--- config.mk ---
export PLATFORM = sky130hd
export DESIGN_NAME = async_mem_seq
export DESIGN_NICKNAME = d
export VERILOG_FILES = /design/src/rtl/async_mem_seq.sv
export SDC_FILE = /design/constraint.sdc
export NUM_CORES = 1
export LEC_CHECK = 0
export BUFFER_PORTS_ARGS = -buffer_cell sky130_fd_sc_hd__buf_2
export CAP_MARGIN = 10
export CORE_UTILIZATION = 45
export DETAILED_ROUTE_END_ITERATION = 8
export HOLD_SLACK_MARGIN = 0.15
export PLACE_DENSITY = 0.77
export SKIP_CTS_REPAIR_TIMING = 1
export SLEW_MARGIN = 20
export SYNTH_ARGS = -nofsm -noshare
export SYNTH_HDL_FRONTEND = slang
export SYNTH_SLANG_ARGS = --single-unit
export TNS_END_PERCENT = 100
--- constraint.sdc ---
create_clock -name clk -period 3.5 [get_ports clk]
set_input_delay 0.35 -clock clk [delete_from_list [all_inputs] [get_ports clk]]
set_output_delay 0.35 -clock clk [all_outputs]
set_load 0.005 [all_outputs]
--- src/rtl/async_mem_seq.sv ---
module async_mem_seq #(
  parameter int ADDR_W     = 16,
  parameter int SETUP_CYC  = 2,
  parameter int STROBE_CYC = 3,
  parameter int HOLD_CYC   = 1
) (
  input  logic              clk,
  input  logic              rst_n,
  input  logic              req_valid,
  input  logic              req_write,
  input  logic [ADDR_W-1:0] req_addr,
  input  logic [31:0]       req_wdata,
  output logic              req_ack,
  output logic [31:0]       rd_data,
  input  logic              cfg_wide,
  input  logic              cfg_wait_en,
  input  logic              cfg_wait_pol,
  input  logic [7:0]        cfg_max_wait,
  input  logic              mem_wait,
  input  logic [15:0]       mem_din,
  output logic [ADDR_W-1:0] mem_addr,
  output logic              mem_cs_n,
  output logic              mem_oe_n,
  output logic              mem_we_n,
  output logic [15:0]       mem_dout,
  output logic              mem_dout_en,
  output logic              timeout_pulse
);

  localparam int CW = 13;

  typedef enum logic [1:0] {S_IDLE, S_SETUP, S_STROBE, S_HOLD} phase_t;

  phase_t            phase;
  logic [CW-1:0]     cnt;
  logic [1:0]        sub;
  logic              wide_q, wr_q;
  logic [ADDR_W-1:0] base_q;
  logic [31:0]       wdata_q;
  logic [1:0]        wsync;

  logic [CW-1:0] lim;
  logic          wait_act, setup_end, strobe_end, hold_end, last_sub;

  assign lim        = ({5'd0, cfg_max_wait} + CW'(1)) << 4;
  assign wait_act   = cfg_wait_en && (wsync[1] == cfg_wait_pol);
  assign setup_end  = (phase == S_SETUP) && (cnt == CW'(SETUP_CYC - 1));
  assign strobe_end = (phase == S_STROBE) && (cnt >= CW'(STROBE_CYC - 1)) &&
                      (!wait_act || cnt == lim - CW'(1));
  assign hold_end   = (phase == S_HOLD) && (cnt == CW'(HOLD_CYC - 1));
  assign last_sub   = wide_q ? (sub == 2'd1) : (sub == 2'd3);

  assign mem_addr    = base_q + ADDR_W'(sub);
  assign mem_cs_n    = (phase == S_IDLE);
  assign mem_oe_n    = !((phase == S_STROBE) && !wr_q);
  assign mem_we_n    = !((phase == S_STROBE) && wr_q);
  assign mem_dout_en = (phase != S_IDLE) && wr_q;
  assign mem_dout    = wide_q ? wdata_q[16*sub[0] +: 16] : {8'h00, wdata_q[8*sub +: 8]};

  always_ff @(posedge clk or negedge rst_n)
    if (!rst_n) wsync <= 2'b00;
    else        wsync <= {wsync[0], mem_wait};

  always_ff @(posedge clk or negedge rst_n) begin
    if (!rst_n) begin
      phase         <= S_IDLE;
      cnt           <= '0;
      sub           <= '0;
      wide_q        <= 1'b0;
      wr_q          <= 1'b0;
      base_q        <= '0;
      wdata_q       <= '0;
      rd_data       <= '0;
      req_ack       <= 1'b0;
      timeout_pulse <= 1'b0;
    end else begin
      req_ack       <= 1'b0;
      timeout_pulse <= 1'b0;
      cnt           <= cnt + CW'(1);
      case (phase)
        S_IDLE: begin
          cnt <= '0;
          if (req_valid && !req_ack) begin
            phase   <= S_SETUP;
            sub     <= '0;
            wide_q  <= cfg_wide;
            wr_q    <= req_write;
            base_q  <= req_addr;
            wdata_q <= req_wdata;
          end
        end
        S_SETUP:
          if (setup_end) begin
            phase <= S_STROBE;
            cnt   <= '0;
          end
        S_STROBE:
          if (strobe_end) begin
            phase         <= S_HOLD;
            cnt           <= '0;
            timeout_pulse <= wait_act;
            if (!wr_q) begin
              if (wide_q) rd_data[16*sub[0] +: 16] <= mem_din;
              else        rd_data[8*sub +: 8]      <= mem_din[7:0];
            end
          end
        default:
          if (hold_end) begin
            cnt <= '0;
            if (last_sub) begin
              phase   <= S_IDLE;
              req_ack <= 1'b1;
            end else begin
              phase <= S_SETUP;
              sub   <= sub + 2'd1;
            end
          end
      endcase
    end
  end

  AST_STROBE_EXCL: assert property (@(posedge clk) disable iff (!rst_n)
    !(!mem_oe_n && !mem_we_n));
  AST_WE_DRIVES: assert property (@(posedge clk) disable iff (!rst_n)
    !mem_we_n |-> mem_dout_en);
  AST_ACK_IDLE: assert property (@(posedge clk) disable iff (!rst_n)
    req_ack |-> mem_cs_n);
  AST_ACK_SINGLE: assert property (@(posedge clk) disable iff (!rst_n)
    req_ack |=> !req_ack);
  AST_TIMEOUT_AFTER_STROBE: assert property (@(posedge clk) disable iff (!rst_n)
    timeout_pulse |-> $past(!mem_oe_n || !mem_we_n) && mem_oe_n && mem_we_n);
  AST_STROBE_BOUND: assert property (@(posedge clk) disable iff (!rst_n)
    (phase == S_STROBE) |-> (cnt < lim));
  AST_NO_WAIT_FIXED: assert property (@(posedge clk) disable iff (!rst_n)
    (phase == S_STROBE && !cfg_wait_en) |-> (cnt < CW'(STROBE_CYC)));

endmodule

==> metrics.md <==
| Metric | Value |
|---|---|
| Fin crit share | 0.9187 |
| Final HPWL DP | between 10 and 15 mm |
| Setup Viol. Count Final | 0 |
| Core area | 12620 µm² |
| Rows | a little over 40 |
| DR WL/cell | ~17 µm |
| Synth top area share | 0.4427 |
| Post-Syn Instances | about 530 |
| Leak Pwr | between 3 and 4 nW |
| #FFs+latches synth | about 100 |
| Status | finished, final reports clean |
| Antenna diodes | 0 |
| Die area | about 13000 µm² |
| Yosys top cell by area | dfrtp_1 |
| Crit path max-delay family | compound AO/OA/AOI/OAI gates |
| Slew Limit Headroom | 0.4480 |
| Worst EP arrival | approximately 3.5 ns |
| 1st-iter DRT viols | ~250 |
| GP Congestion | 0.8696 |
| Gr usage total | 0.2171 |
| Number of cells on the critical path | 8 |
| Final Slew Violations | 0 |
| Antenna-violating nets left | 0 |
| Startpoint Class | flip-flop |
| Final Skew | approximately 0.0089 ns |
| Worst R2R End | rd_data[17] |
| Setup Slack @ Placement | around 0.038 ns |
| Fin util | 0.5624 |
| Top post-synthesis cells by area | dfrtp_1 44%, mux2_2 14%, a22o_1 5.9% |
| YS warnings | 0 |
| Top_reg_cell synth | dfrtp_1 |
| Initial antenna violation count | 0 |
| CTS buffer count | 9 |
| Critical path's largest stage delay | around 0.56 ns |
| Total power | 5.485 mW |
| Unrepaired setup endpoints after global routing | false |
| Worst-skew pair later-pin latency | around 0.35 ns |
| Fillcell total | 1133 |
| Largest net degree at the start of global routing | around 100 |
| # IOs | 150 |
| Clock buffer depth | 2 |
| Post-Route WL | 14.32 mm |
| Critical path capture point | rd_data[17] |
| Clk pwr share | 0.199 |
| FFs w/ async S/R, synth | 1.000 |
| Post-synthesis net count | around 620 |
| CP Max Fanout | 8 |
| Area Overhead vs Synth | 21.90% |
| Synthesized cell area | slightly below 6000 µm² |
| First-pass GRT wire length | roughly 22 mm |
| Via count | roughly 4700 |
| Die Span Y | approximately 120 µm |
| Sw frac | 0.3609 |
| Internal power | between 3 and 4 mW |
| Port bufs | around 150 |
| Vias in the first global route | about 4700 |
| Sequential Power Share | 0.361 |
| Htree depth | 3 |
| Via density | ~5.6 |
| Layout net count | 765 |
| Crit Path Class | flip-flop to flip-flop |
| Period minus WS final | 3.216 ns |
| Max cap viols | 0 |
| CTS tree | done |
| Cell area after layout | between 7000 and 8000 µm² |
| Worst Tran Pin Value | a little over 0.8 ns |
| Root cell of the clock tree | clkbuf_16 |
| Count of cell types in the netlist | 60 |
| Slowest CP cell | a2111oi_4 |
| Hold Path Class | primary input to flip-flop |
| CTS clock-pin slew for the worst setup and hold paths | ~0.07 ns |
| Sink Count | approximately 100 |
| Worst reg-to-reg setup slack | around 0.28 ns |
| Most common cell after layout, fill and taps aside | buf_2 |
| Critical path required time | between 3 and 4 ns |
| Seq/Total Area, Yosys | 0.4427 |
| Worst r2r src | cnt[0] |
| Cell Pwr Density | between 700 and 800 nW/µm² |
| Post-synth EDFFs | 0 |
| Die width | ~120 µm |
| R2R cell count | 8 |
| Setup TNS | 0 ns |
| Buffer and inverter count on the worst path | 0 |
| Fmax | a little over 0.3 GHz |
| Grt total ovfl | 0 |
| Combinational power share | 0.440 |
| Drt pass-1 iters | 5 |
| Final Hold Fails | 0 |
| Area after DPL | 6751 µm² |
| Maximum vdd drop | about 440 µV |
| Initial Util | 0.4613 |
| Crit-path cells | ha_1, and3_1, nand3_1, or3b_2, a2111o_1, a2111oi_4, o21ai_1, a22o_1 |
| Crit end category | flip-flop |
| Layout cells sized above 1 | 0.3759 |
| Leading cell types in the layout, fill and taps excluded | 148 x buf_2, 103 x dfrtp_1, 74 x mux2_2, 43 x nor2_1, 39 x a22o_1 |
| Residual DRC | 0 |
| Sw Pwr | 1.980 mW |
| Crit path from | cnt[0] |
| Final setup margin | about 0.28 ns |
| Avg Synthesized Cell Area | between 10 and 15 µm² |
==> kinds of logic (layout without fill, tap and decap cells) <==
logic type                 Yosys count  in the layout  synth area share
and+or+nand+nor                    128            128            0.1105
AOI/OAI and AO/OA                  116            116            0.1638
DFF                                103            103            0.4427
muxes                               85             85            0.1620
buffers and inverters               40            187           0.02751
xor gates and xnor gates            37             37           0.05566
adders and majority gates           17             17           0.03782
==> routing by layer <==
| metal | track usage | vias up | routed length [µm] |
|---|---|---|---|
| li1 | - | 2213 | - |
| met5 | 0 | - | 0 |
| met2 | 0.3733 | 170 | 7133 |
| met1 | 0.2694 | 2321 | 6230 |
| met3 | 0.04812 | 13 | 830 |
| met4 | 0.07607 | 0 | 129 |
==> synthesized netlist by cell type, drive strengths merged, types with 2 or more instances <==
cell,n
dfrtp,103
mux2,74
nor2,43
a22o,39
nand2,22
xnor2,22
clkbuf,21
o21ai,18
ha,16
xor2,15
a22oi,14
a21oi,13
and3,12
inv,12
nand3,12
mux2i,11
buf,6
and2,5
nor2b,5
nor3,5
nor4,4
a2111oi,3
a211oi,3
a21boi,3
a21o,3
and4,3
nand4,3
o2111ai,3
or3,3
a2111o,2
and4b,2
nand3b,2
nor3b,2
o32a,2
==> power by group through the flow <==
stage / clock network (mW) / registers [mW] / logic, mW
2_1_floorplan: 0 / 1.88 / 1.64
3_3_place_gp: 0 / 1.97 / 2.32
3_5_place_dp: 0 / 2.00 / 2.41
4_1_cts: 1.12 / 1.98 / 2.42
5_1_grt: 1.16 / 2.04 / 2.67
6_report: 1.09 / 1.98 / 2.41
==> area by class of cell <==
class                      instances  area [µm²]  share of cell area
clock inverter                     3       65.06            0.009168
timing repair buffer             158       845.8              0.1192
clock buffer                      13       260.3             0.03667
tap                              172       215.2             0.03032
inverter                          13       48.80            0.006876
sequential                       103        2577              0.3632
multi-input combinational        383        3084              0.4346
==> how the worst min path moves through the flow <==
stage | startpoint | endpoint | slack (ns) | cells past startpoint
floorplan | rst_n | base_q[0] | 0.05 | 0
CTS | rst_n | wsync[1] | 0.09 | 2
global route | req_wdata[25] | wdata_q[25] | 0.22 | 2
global placement | wsync[0] | wsync[1] | 0.35 | 0
detailed placement | wsync[0] | wsync[1] | 0.36 | 0
finish | req_addr[13] | base_q[13] | 0.23 | 2
==> flip-flops by register name, summed over array words and instances (netlist names) <==
name           count
rd_data           32
cnt               13
wsync              2
phase              2
wr_q               1
sub                2
base_q            16
wdata_q           32
req_ack            1
wide_q             1
timeout_pulse      1
==> metrics by stage <==
step	hold WS, ns	cells
2_1_floorplan	0.05441	526
3_3_place_gp	0.3471	827
3_5_place_dp	0.3564	827
4_1_cts	0.09169	843
5_1_grt	0.2179	845
6_report	0.2306	845
(Power assumes the default switching activity.)
